===== src/rtl/csr_gate_pkg.sv =====
package csr_gate_pkg;

  localparam int ADDR_W = 12;

  typedef enum logic [1:0] {
    RES_OK   = 2'd0,
    RES_ILL  = 2'd1,
    RES_VIRT = 2'd2
  } res_e;

  typedef enum logic [3:0] {
    G_NONE,
    G_FP,
    G_FCSR,
    G_VEC,
    G_CNT,
    G_CNTH,
    G_SUP,
    G_HYP,
    G_PMP
  } grp_e;

  localparam logic [1:0] PRIV_U = 2'd0;
  localparam logic [1:0] PRIV_S = 2'd1;
  localparam logic [1:0] PRIV_M = 2'd3;

  localparam logic [ADDR_W-1:0] A_FFLAGS  = 12'h001;
  localparam logic [ADDR_W-1:0] A_FRM     = 12'h002;
  localparam logic [ADDR_W-1:0] A_FCSR    = 12'h003;
  localparam logic [ADDR_W-1:0] A_CNT_LO  = 12'hC00;
  localparam logic [ADDR_W-1:0] A_CNTH_LO = 12'hC80;
  localparam logic [ADDR_W-1:0] A_PMPCFG  = 12'h3A0;
  localparam logic [ADDR_W-1:0] A_PMPADDR = 12'h3B0;

endpackage


===== src/rtl/csr_gate_decode.sv =====
module csr_gate_decode
  import csr_gate_pkg::*;
#(
  parameter int NUM_CNT     = 32,
  parameter int PMP_ENTRIES = 16,
  localparam int IDX_W      = $clog2(NUM_CNT)
) (
  input  logic [ADDR_W-1:0] addr_i,
  output grp_e              grp_o,
  output logic [IDX_W-1:0]  idx_o
);

  localparam int PMPCFG_N = PMP_ENTRIES / 4;

  logic in_cnt, in_cnth, in_pmp;

  assign in_cnt  = (addr_i >= A_CNT_LO)  && (addr_i < A_CNT_LO  + ADDR_W'(NUM_CNT));
  assign in_cnth = (addr_i >= A_CNTH_LO) && (addr_i < A_CNTH_LO + ADDR_W'(NUM_CNT));
  assign in_pmp  = ((addr_i >= A_PMPCFG)  && (addr_i < A_PMPCFG  + ADDR_W'(PMPCFG_N))) ||
                   ((addr_i >= A_PMPADDR) && (addr_i < A_PMPADDR + ADDR_W'(PMP_ENTRIES)));

  assign idx_o = addr_i[IDX_W-1:0];

  always_comb begin
    grp_o = G_NONE;
    if (addr_i == A_FCSR) begin
      grp_o = G_FCSR;
    end else if (addr_i inside {A_FFLAGS, A_FRM}) begin
      grp_o = G_FP;
    end else if (addr_i inside {12'h008, 12'h009, 12'h00A, 12'h00F, [12'hC20:12'hC22]}) begin
      grp_o = G_VEC;
    end else if (in_cnt) begin
      grp_o = G_CNT;
    end else if (in_cnth) begin
      grp_o = G_CNTH;
    end else if (addr_i inside {12'h100, [12'h104:12'h106], [12'h140:12'h144], 12'h180}) begin
      grp_o = G_SUP;
    end else if (addr_i inside {12'h200, 12'h204, 12'h205, [12'h240:12'h244], 12'h280,
                                12'h600, [12'h602:12'h607], [12'h643:12'h645], 12'h64A,
                                12'h680, 12'hE12}) begin
      grp_o = G_HYP;
    end else if (in_pmp) begin
      grp_o = G_PMP;
    end
  end

endmodule


===== src/rtl/csr_gate_cnt.sv =====
module csr_gate_cnt
  import csr_gate_pkg::*;
#(
  parameter int NUM_CNT = 32,
  localparam int IDX_W  = $clog2(NUM_CNT)
) (
  input  logic [IDX_W-1:0]   idx_i,
  input  logic               high_i,
  input  logic               rv32_i,
  input  logic               ext_cnt_i,
  input  logic               virt_i,
  input  logic [NUM_CNT-1:0] mcnt_en_i,
  input  logic [NUM_CNT-1:0] hcnt_en_i,
  output res_e               res_o
);

  // guest blocked by hypervisor while machine level grants it
  logic [NUM_CNT-1:0] vblock;

  for (genvar i = 0; i < NUM_CNT; i++) begin : g_vblk
    assign vblock[i] = ~hcnt_en_i[i] & mcnt_en_i[i];
  end

  always_comb begin
    if (high_i && !rv32_i)             res_o = RES_ILL;
    else if (!ext_cnt_i)               res_o = RES_ILL;
    else if (virt_i && vblock[idx_i])  res_o = RES_VIRT;
    else                               res_o = RES_OK;
  end

endmodule


===== src/rtl/csr_gate_policy.sv =====
module csr_gate_policy
  import csr_gate_pkg::*;
(
  input  grp_e       grp_i,
  input  res_e       cnt_res_i,
  input  logic [1:0] priv_i,
  input  logic       virt_i,
  input  logic       ext_f_i,
  input  logic       ext_v_i,
  input  logic       ext_s_i,
  input  logic       ext_h_i,
  input  logic       ext_pmp_i,
  input  logic       fs_on_i,
  input  logic       debug_i,
  output res_e       res_o
);

  logic fp_ok, hyp_priv_ok;

  assign fp_ok       = (ext_f_i & fs_on_i) | debug_i;
  assign hyp_priv_ok = (priv_i == PRIV_M) || ((priv_i == PRIV_S) && !virt_i);

  always_comb begin
    unique case (grp_i)
      G_FCSR:        res_o = (ext_v_i || fp_ok) ? RES_OK : RES_ILL;
      G_FP:          res_o = fp_ok ? RES_OK : RES_ILL;
      G_VEC:         res_o = ext_v_i ? RES_OK : RES_ILL;
      G_CNT, G_CNTH: res_o = cnt_res_i;
      G_SUP:         res_o = ext_s_i ? RES_OK : RES_ILL;
      G_HYP: begin
        if (!(ext_s_i && ext_h_i)) res_o = RES_ILL;
        else if (hyp_priv_ok)      res_o = RES_OK;
        else                       res_o = RES_VIRT;
      end
      G_PMP:         res_o = ext_pmp_i ? RES_OK : RES_ILL;
      default:       res_o = RES_ILL;
    endcase
  end

endmodule


===== src/rtl/csr_gate.sv =====
module csr_gate
  import csr_gate_pkg::*;
#(
  parameter int NUM_CNT     = 32,
  parameter int PMP_ENTRIES = 16
) (
  input  logic               clk_i,
  input  logic               rst_ni,
  input  logic [11:0]        csr_addr_i,
  input  logic [1:0]         priv_i,
  input  logic               virt_i,
  input  logic               ext_f_i,
  input  logic               ext_v_i,
  input  logic               ext_s_i,
  input  logic               ext_h_i,
  input  logic               ext_cnt_i,
  input  logic               ext_pmp_i,
  input  logic               fs_on_i,
  input  logic               debug_i,
  input  logic               rv32_i,
  input  logic [NUM_CNT-1:0] mcnt_en_i,
  input  logic [NUM_CNT-1:0] hcnt_en_i,
  output logic [1:0]         result_o,
  output logic [1:0]         result_q_o
);

  localparam int IDX_W = $clog2(NUM_CNT);

  grp_e             grp;
  logic [IDX_W-1:0] idx;
  res_e             cnt_res, res_c;

  csr_gate_decode #(.NUM_CNT(NUM_CNT), .PMP_ENTRIES(PMP_ENTRIES)) u_decode (
    .addr_i (csr_addr_i),
    .grp_o  (grp),
    .idx_o  (idx)
  );

  csr_gate_cnt #(.NUM_CNT(NUM_CNT)) u_cnt (
    .idx_i     (idx),
    .high_i    (grp == G_CNTH),
    .rv32_i    (rv32_i),
    .ext_cnt_i (ext_cnt_i),
    .virt_i    (virt_i),
    .mcnt_en_i (mcnt_en_i),
    .hcnt_en_i (hcnt_en_i),
    .res_o     (cnt_res)
  );

  csr_gate_policy u_policy (
    .grp_i     (grp),
    .cnt_res_i (cnt_res),
    .priv_i    (priv_i),
    .virt_i    (virt_i),
    .ext_f_i   (ext_f_i),
    .ext_v_i   (ext_v_i),
    .ext_s_i   (ext_s_i),
    .ext_h_i   (ext_h_i),
    .ext_pmp_i (ext_pmp_i),
    .fs_on_i   (fs_on_i),
    .debug_i   (debug_i),
    .res_o     (res_c)
  );

  assign result_o = res_c;

  always_ff @(posedge clk_i or negedge rst_ni) begin
    if (!rst_ni) result_q_o <= RES_OK;
    else         result_q_o <= result_o;
  end


  res_code_chk: assert property (@(posedge clk_i) disable iff (!rst_ni)
    result_o != 2'd3);


  fcsr_vec_chk: assert property (@(posedge clk_i) disable iff (!rst_ni)
    (csr_addr_i == A_FCSR && ext_v_i) |-> result_o == RES_OK);


  cnt_off_chk: assert property (@(posedge clk_i) disable iff (!rst_ni)
    (grp == G_CNT && !ext_cnt_i) |-> result_o == RES_ILL);


  cnth_rv64_chk: assert property (@(posedge clk_i) disable iff (!rst_ni)
    (grp == G_CNTH && !rv32_i) |-> result_o == RES_ILL);


  hyp_user_chk: assert property (@(posedge clk_i) disable iff (!rst_ni)
    (grp == G_HYP && ext_s_i && ext_h_i && priv_i == PRIV_U) |-> result_o == RES_VIRT);


  nomatch_chk: assert property (@(posedge clk_i) disable iff (!rst_ni)
    (grp == G_NONE) |-> result_o == RES_ILL);


  reg_copy_chk: assert property (@(posedge clk_i) disable iff (!rst_ni)
    1'b1 |=> result_q_o == $past(result_o));

endmodule


===== config.mk =====
export PLATFORM = sky130hd
export DESIGN_NAME = csr_gate
export DESIGN_NICKNAME = d
export VERILOG_FILES = /design/src/rtl/csr_gate_pkg.sv /design/src/rtl/csr_gate_decode.sv /design/src/rtl/csr_gate_cnt.sv /design/src/rtl/csr_gate_policy.sv /design/src/rtl/csr_gate.sv
export SDC_FILE = /design/constraint.sdc
export NUM_CORES = 1
export LEC_CHECK = 0
export ABC_CLOCK_PERIOD_IN_PS = 1900
export BUFFER_PORTS_ARGS = -buffer_cell sky130_fd_sc_hd__buf_2
export CELL_PAD_IN_SITES_DETAIL_PLACEMENT = 1
export CELL_PAD_IN_SITES_GLOBAL_PLACEMENT = 2
export CORE_ASPECT_RATIO = 0.5
export CORE_MARGIN = 10
export CORE_UTILIZATION = 16
export DETAILED_ROUTE_END_ITERATION = 6
export PLACE_DENSITY = 0.77
export SKIP_CTS_REPAIR_TIMING = 1
export SLEW_MARGIN = 20
export SYNTH_ARGS = -nofsm -noshare
export SYNTH_HDL_FRONTEND = slang
export SYNTH_SLANG_ARGS = --single-unit

===== constraint.sdc =====
create_clock -name clk_i -period 1.9 [get_ports clk_i]
set_input_delay 0 -clock clk_i [delete_from_list [all_inputs] [get_ports clk_i]]
set_output_delay 0 -clock clk_i [all_outputs]
set_load 0.02 [all_outputs]

# Word-level counts from Yosys, hierarchy flattened
# Index checks and enable logic that the tools add are counted.
# word_totals
reg_bits	2
latch_bits	0
ram_bits	0
rom_bits	0
in_bits	90
out_inout_bits	4
wordCells	160
mem_count	0
# op_classes
add_sub_neg	0
mul	0
div_mod_pow	0
magnitude_cmp	21
eq_ne	27
shift	0
n_mux	21
bitwise_logic	66
n_reduce_logical	24
# op_table
op	n
== test 12 x 10 -> 1 bit (second input constant)	4
== test 12 x 4 -> 1 bit (second input constant)	4
== test 12 x 11 -> 1 bit (second input constant)	3
greater-or-equal comparator 12 x 10 -> 1 bit (second input constant)	3
greater-or-equal comparator 12 bit (second input constant)	3
AND 1 bit	33
two-way mux 4 bit	8
NOT 1 bit	32
== test 12 x 2 -> 1 bit (second input constant)	2
== test 12 x 9 -> 1 bit (second input constant)	2
greater-or-equal comparator 12 x 11 -> 1 bit (second input constant)	2
greater-or-equal comparator 12 x 9 -> 1 bit (second input constant)	2
less-or-equal comparator 12 x 11 -> 1 bit (second input constant)	2
less-or-equal comparator 12 x 9 -> 1 bit (second input constant)	2
< comparator 12 x 10 -> 1 bit (second input constant)	2
< comparator 12 bit (second input constant)	2
== test 4 x 3 -> 1 bit (second input constant)	4
logical AND 1 bit	14
case mux 2 bit (7 select lines)	1
== test 12 x 1 -> 1 bit (second input constant)	1
== test 12 bit (second input constant)	1
less-or-equal comparator 12 x 10 -> 1 bit (second input constant)	1
less-or-equal comparator 12 bit (second input constant)	1
nonzero test 11 bit	1
16 further kinds	29

# Logic depth before layout (Yosys ltp)
# Gate-level depths: netlist of the first run.
# logic_depth
depth_word	15
ltp_mapped	9
mapped_depth_nobuf	7

# Modules after synthesis
# A second synthesis of the first run with hierarchy kept.
# hier_totals
hier_cells	173
hier_area_um2	1186.1
# by_module_without_submodules
mod	instances	cells_per_inst	area_per_inst_um2	seq_area_each_um2
csr_gate_cnt	1	78	510.5	0.0
csr_gate_decode	1	72	490.5	0.0
csr_gate_policy	1	20	122.6	0.0
csr_gate	1	3	62.6	50.0

# Least setup slack after synthesis of the first run
# No wires, ideal clock.
# synth_path
path_type	input port to flip-flop
from	input csr_addr_i[0]
to	register result_q_o[0]
setup_time_ps	173
arrival_ps	1579
required_ps	1727
slack_ps	148
cell_stages	8
n_path_buf	1
cell_sequence	buf_2 nor2b_1 or4b_1 o22ai_2 a211oi_2 a21oi_1 a311oi_1 o211ai_1
# synth_via
elab_chain_len	15
word_cells_on_any_way	72
classes_between	order compare: 20; eq/ne: 25; mux: 10; reduce/logical: 17
# synth_lines
element	line_no	text
start, declared	csr_gate.sv:9	input logic [11:0] csr_addr_i,
branches (longest 10 deep; another with greater-or-equal comparator 12 x 10 -> 1 bit)	--	
two-way mux 4 bit *	csr_gate_decode.sv:26	if (addr_i == A_FCSR) begin
== test 4 x 3 -> 1 bit	csr_gate_policy.sv:24, csr_gate.sv:41	
logical AND 1 bit	csr_gate_cnt.sv:25	if (high_i && !rv32_i) res_o = RES_ILL;
two-way mux 2 bit	csr_gate_cnt.sv:25	
case mux 2 bit (7 select lines) *	csr_gate_policy.sv:24	unique case (grp_i)
via result_o[0]	csr_gate.sv:23	output logic [1:0] result_o,
end signal, assigned	csr_gate.sv:69	else result_q_o <= result_o;
end, declared	csr_gate.sv:24	output logic [1:0] result_q_o
# Mark *: on every way through the listed nets, which the timed path passes.

# Worst setup path after layout of the first run
# layout_path
from	input csr_addr_i[11]
to	output result_o[0]
# layout_via
elab_chain_len	15
word_cells_on_any_way	72
classes_between	order compare: 20; eq/ne: 25; mux: 10; reduce/logical: 17
# layout_lines
element	line_no
branches (longest 10 deep; another with greater-or-equal comparator 12 x 10 -> 1 bit)	--
two-way mux 4 bit *	csr_gate_decode.sv:26
== test 4 x 3 -> 1 bit	csr_gate_policy.sv:24, csr_gate.sv:41
logical AND 1 bit	csr_gate_cnt.sv:25
two-way mux 2 bit	csr_gate_cnt.sv:25
case mux 2 bit (7 select lines) *	csr_gate_policy.sv:24
end, declared	csr_gate.sv:23
# Mark *: on every way between the ends.

==> run metrics, run 1 <==
outcome=finished, final reports clean; Slew HR=about 74%; CTS root buf=clkbuf_16; hold slack final=~0.11 ns; Worst Path Max Fanout=7; share of flip-flops with an asynchronous set or reset=100%; hold depth=3; die area=0.0100 mm^2; final setup fails=0; initial antenna violation count=0; largest net degree at the start of global routing=21; Fin. Hold Viols=0; sequential share of the synthesized area=4.99%; arrival time worst endpoint=1.77 ns; depth of the CTS H-tree=1; final slew viol count=0; sequential cell area=50.0 um^2; Largest Register=result_q_o; final net count=350; number of clock sinks=2; Die X=132 um; Initial DRC Count=93; Post-Route WL=about 5600 um; Top FF cell, synth=dfrtp_1; most common cell after layout, fill and taps aside=buf_2; Critical Path Start Type=primary input; Pleak=around 0.8 nW; Worst-Margin Slew=0.384 ns; drt via density=roughly 4.7; Final ANT Viol Nets=0; FF+latch count, synth=2; Area Overhead vs Synth=76.7%; PwrDens=352 mW/mm^2; PortBufs=93; Clock transition at path regs=around 0.03 ns; DRC viols=0; worst hold endpoint=result_q_o[0]; most frequent cells in the layout=buf_2, nor2_1, inv_1, nor2b_1, buf_4; Worst Path Required=1.90 ns; die span in y=76 um; Vias=1641; layout filler cell count=790; Boundary Pins=94; CORE AREA=0.00608 mm^2; first-pass GRT wire length=8330 um; Setup CP Type=primary input to primary output; Mean Syn Cell Area=6.27 um^2; worst min path class=primary input to flip-flop; final worst-path cycle share=93.4%; Largest register FFs=2; starting density of the core=16.5%; yosys warns=0; Core Rows=20; CP endpoint kind=primary output; Initial DRT Pass Iterations=4; grt total ovfl=0; multi-input logic area=around 900 um^2; CTS tree=done; max cap viols=0; min Tclk post-route=about 1.8 ns; TritonCTS buffer count=3; antenna cell count=0; final worst slack=0.126 ns; worst slack, placed=0.0409 ns; ratio of cells with drive above 1 in the final layout=47.3%; clk buf depth=2; Post-Syn Area=0.00100 mm^2; largest registers=result_q_o (2); worst vdd ir=288 uV; syn nets=between 200 and 300; synthesized instance count=160; Post-synth EDFFs=0; vias in the first global route=1674; placer's final routability congestion estimate=between 0.8 and 0.9; library cells used by synthesis=42; Routed WL per cell=16.1 um; hold_sp=ext_pmp_i; Final HPWL DP=4760 um; cell count after placement=340; fmax=about 560 MHz; Final Non-Filler Cells=346; GRT Util Overall=9.76%
## critical path: stages
cell,delay (ns)
buf_2,0.15
nor3b_4,0.24
or4b_1,0.48
o22ai_2,0.18
a211oi_4,0.10
a21oi_2,0.16
a311oi_2,0.05
o211ai_1,0.24
buf_4,0.18
## per-stage QoR
stage | TNS (ns) | total power [mW] | utilization, % | cell area (um^2)
finish | 0 | 0.624 | 29.2 | 1770
global placement | 0 | 0.296 | 26.5 | 1610
floorplan | 0 | 0.157 | - | 1000
global route | -0.0174 | 0.664 | 29.2 | 1770
detailed placement | 0 | 0.299 | 26.5 | 1610
CTS | 0 | 0.617 | 27.7 | 1690
## report_power, final
part / switching (mW) / internal (mW)
registers: 0.000123 / 0.0435
logic: 0.133 / 0.135
clock network: 0.0450 / 0.268
total: 0.178 / 0.446
## Yosys cell counts (all sizes together), types with 3 or more instances
cell,n,share of area (%)
nand2,6,2.2
a21oi,10,5.0
nand4,3,1.9
a32oi,8,7.0
buf,9,4.5
a221oi,9,7.9
a211oi,4,3.5
nor2,27,10
nor3b,3,3.4
a31oi,3,1.9
o21ai,8,4.0
o221ai,3,2.6
nand3,5,2.5
nor2b,15,9.4
inv,15,5.6
o211ai,3,2.2
## logic make-up (layout without fill, tap and decap cells)
group	after synthesis	count (layout)	synth area share, %
buffers and inverters	25	123	10.5
AND/OR/NAND/NOR	74	74	40.3
XOR/XNOR	1	1	0.873
flip-flops	2	2	4.99
AO/OA/AOI/OAI	58	58	43.4
## cell type report
cell class | count | area share [%]
multi-input combinational | 133 | 51.0
clock buffer | 3 | 4.23
sequential | 2 | 2.82
timing repair buffer | 105 | 32.6
inverter | 15 | 3.18
tap | 88 | 6.21
## how the worst max path moves through the flow
stage | startpoint | to | slack [ns] | cells after the start
after floorplan | csr_addr_i[0] | result_q_o[0] | 0.15 | 8
after global placement | csr_addr_i[6] | result_o[0] | 0.12 | 9
after detailed placement | csr_addr_i[3] | result_o[0] | 0.04 | 9
after CTS | csr_addr_i[3] | result_o[0] | 0.04 | 9
after global routing | csr_addr_i[0] | result_o[0] | -0.02 | 10
final | csr_addr_i[11] | result_o[0] | 0.13 | 9
## routing by layer
| metal | part of all wire, % | GRT usage (%) | up-vias |
|---|---|---|---|
| met5 | 0 | 0 | - |
| met2 | 58 | 19.9 | 31 |
| met4 | 0.54 | 2.10 | 0 |
| met3 | 2.4 | 0.592 | 4 |
| met1 | 39 | 10.7 | 796 |
| li1 | - | - | 810 |
No activity file was read; power rests on OpenSTA's default activity.
==> run 2: changes to the inputs <==
--- a/config.mk
+++ b/config.mk
@@ -7,3 +7,3 @@
 export LEC_CHECK = 0
-export ABC_CLOCK_PERIOD_IN_PS = 1900
+export ABC_CLOCK_PERIOD_IN_PS = 2000
 export BUFFER_PORTS_ARGS = -buffer_cell sky130_fd_sc_hd__buf_2
==> constraint.sdc (replaced) <==
create_clock -name clk_i -period 2 [get_ports clk_i]
set_input_delay 0 -clock clk_i [delete_from_list [all_inputs] [get_ports clk_i]]
set_output_delay 0 -clock clk_i [all_outputs]
set_load 0.01 [all_outputs]
==> run 2 against run 1 <==
Against the previous run:
- flip-flop and latch count did not move
- die area is the same
- routed wire length decreased by 1.2%
- non-clock buffer count is 4 lower
- clock power is 3% lower
- total power fell by 6.6%
- hold slack better by 0.010 ns
==> run metrics, run 2 (synthesized netlist as in run 1, its figures left out) <==
outcome=finished, final reports clean (unchanged); Comb pwr share=41.0% (was 42.9%); CP top delay family=compound AO/OA/AOI/OAI gates (unchanged); ratio of cells with drive above 1 in the final layout=42.5% (was 47.3%); layout filler cell count=809 (was 790); P_int=414 uW (was 446 uW); power share of the clock group=51.9% (was 50.1%); Clock transition at path regs=0.03 ns (about the same); PwrDens=350 mW/mm^2 (was 352 mW/mm^2); Slew HR=79.1% (was 74.3%); most frequent cells in the layout=buf_2, nor2_1, inv_1, nor2b_1, a21oi_1 (was buf_2, nor2_1, inv_1, nor2b_1, buf_4); Area Overhead vs Synth=66.2% (was 76.7%); multi-input logic area=848 um^2 (was 903 um^2); Sw Ratio=29.1% (was 28.6%); Initial DRT Pass Iterations=4 (unchanged); GRT Max-Usage Layer=met2 (unchanged); Final ANT Viol Nets=0 (unchanged); first-pass GRT wire length=8850 um (was 8330 um); final setup fails=0 (unchanged); antenna cell count=0 (unchanged); met2 Track Usage GR=20.4% (was 19.9%); Die X=132 um (unchanged); starting density of the core=16.5% (unchanged); worst min path class=primary input to flip-flop (unchanged); fmax=551 MHz; Setup CP Type=primary input to primary output (unchanged); GRT Util Overall=10.3% (was 9.76%); Post-Route WL=5500 um (was 5570 um); min Tclk post-route=roughly 1.8 ns; Critical Path Start Type=primary input (unchanged); Routed WL per cell=16.1 um (about the same); number of clock sinks=2 (unchanged); Final HPWL DP=4840 um (was 4760 um); cell count after placement=338 (was 340); worst vdd ir=191 uV (was 288 uV); arrival time worst endpoint=1.82 ns (was 1.77 ns); M3 GR Usage=0.987% (was 0.592%); CP max stage cell=a211oi_2 (was or4b_1); Largest register FFs=2 (unchanged); vias in the first global route=1801 (was 1674); placer's final routability congestion estimate=0.862 (was 0.841); most common cell after layout, fill and taps aside=buf_2 (unchanged); Vias=1589 (was 1641); Pleak=0.766 nW (was 0.807 nW); die span in y=76 um (unchanged); CORE AREA=0.00608 mm^2 (unchanged); depth of the CTS H-tree=1 (unchanged); Final Non-Filler Cells=342 (was 346); Fin. Hold Viols=0 (unchanged); Worst Path Buf+Inv=2 (unchanged); Core Rows=20 (unchanged); initial antenna violation count=0 (unchanged); final net count=346 (was 350); Worst Path Max Fanout=12 (was 7); drt via density=4.65 (was 4.74); final slew viol count=0 (unchanged); crit path capture=result_o[0] (unchanged); DRC viols=0 (unchanged); GR Util met1=11.6% (was 10.7%); Boundary Pins=94 (unchanged); setup TNS=0 ns (unchanged); RSZ-0062 raised after global routing=no; Crit. Startpoint=csr_addr_i[3] (was csr_addr_i[11]); PortBufs=93 (unchanged); largest net degree at the start of global routing=18 (was 21); CTS tree=done (unchanged); Crit. path cell count=9 (unchanged); crit path cell chain=buf_2 -> and3_1 -> o211ai_1 -> o311ai_2 -> a211oi_2 -> a21oi_1 -> a311oi_1 -> o211ai_1 -> buf_2 (was buf_2 -> nor3b_4 -> or4b_1 -> o22ai_2 -> a211oi_4 -> a21oi_2 -> a311oi_2 -> o211ai_1 -> buf_4); Worst Path Required=2.00 ns (was 1.90 ns); largest registers=result_q_o (2) (unchanged); switching pwr=169 uW (was 178 uW); Initial DRC Count=73 (was 93); die area=0.0100 mm^2 (unchanged); sequential cell area=50.0 um^2 (unchanged); final instance area=0.00167 mm^2 (was 0.00177 mm^2); Tot Pwr=583 uW (was 624 uW); dpl cell area=0.00158 mm^2 (was 0.00161 mm^2); Flop pwr share=7.1% (was 7.0%); CTS root buf=clkbuf_16 (unchanged); TritonCTS buffer count=3 (unchanged); max cap viols=0 (unchanged); max incr delay on CP=0.35 ns (was 0.48 ns); final worst-path cycle share=between 90 and 100%; Worst-Margin Slew=0.314 ns (was 0.384 ns); clk buf depth=2 (unchanged); CP endpoint kind=primary output (unchanged); grt total ovfl=0 (unchanged); Largest Register=result_q_o (unchanged)
## run 2: cell count changes in the layout (fill, tap and decap cells not counted), moves of 2 or more
| cell | before | now |
|---|---|---|
| buf_4 | 13 | 7 |
| buf_2 | 90 | 93 |
| nor2b_1 | 13 | 15 |
| nor2b_2 | 2 | 0 |
## run 2: final cells by class
class	count	area share, %
Timing Repair Buffer	101	31.7
Clock buffer	3	4.50
Multi-Input combinational cell	133	50.9
Sequential cell	2	3.00
Tap cell	88	6.60
Inverter	15	3.38
## run 2: metal layers
layer	wire length [um]	part of all wire [%]
met3	66	1.2
met5	0	0
met1	2340	43
met4	20	0.36
met2	3070	56
## run 2: through the flow
step	hold WS, ns	utilization [%]	setup WS, ns
2_1_floorplan	-0.296	-	0.428
3_3_place_gp	-0.216	26.0	0.258
3_5_place_dp	-0.214	26.0	0.189
4_1_cts	-0.443	27.3	0.190
5_1_grt	0.133	27.4	0.0351
6_report	0.115	27.4	0.184
## run 2: how the worst min path moves through the flow
stage                     startpoint       endpoint  depth (start not counted)
after floorplan               rst_ni  result_q_o[0]                          0
after global placement        rst_ni  result_q_o[1]                          1
after detailed placement      rst_ni  result_q_o[1]                          1
after CTS                     rst_ni  result_q_o[1]                          1
after global routing          rst_ni  result_q_o[0]                          2
final                      ext_pmp_i  result_q_o[0]                          3
## run 2: power by group through the flow
stage / sequential [mW] / combinational, mW / clock, mW
4_1_cts: 0.0415 / 0.239 / 0.305
2_1_floorplan: 0.0422 / 0.106 / 0
5_1_grt: 0.0415 / 0.269 / 0.313
6_report: 0.0415 / 0.239 / 0.303
3_3_place_gp: 0.0418 / 0.232 / 0
3_5_place_dp: 0.0419 / 0.238 / 0
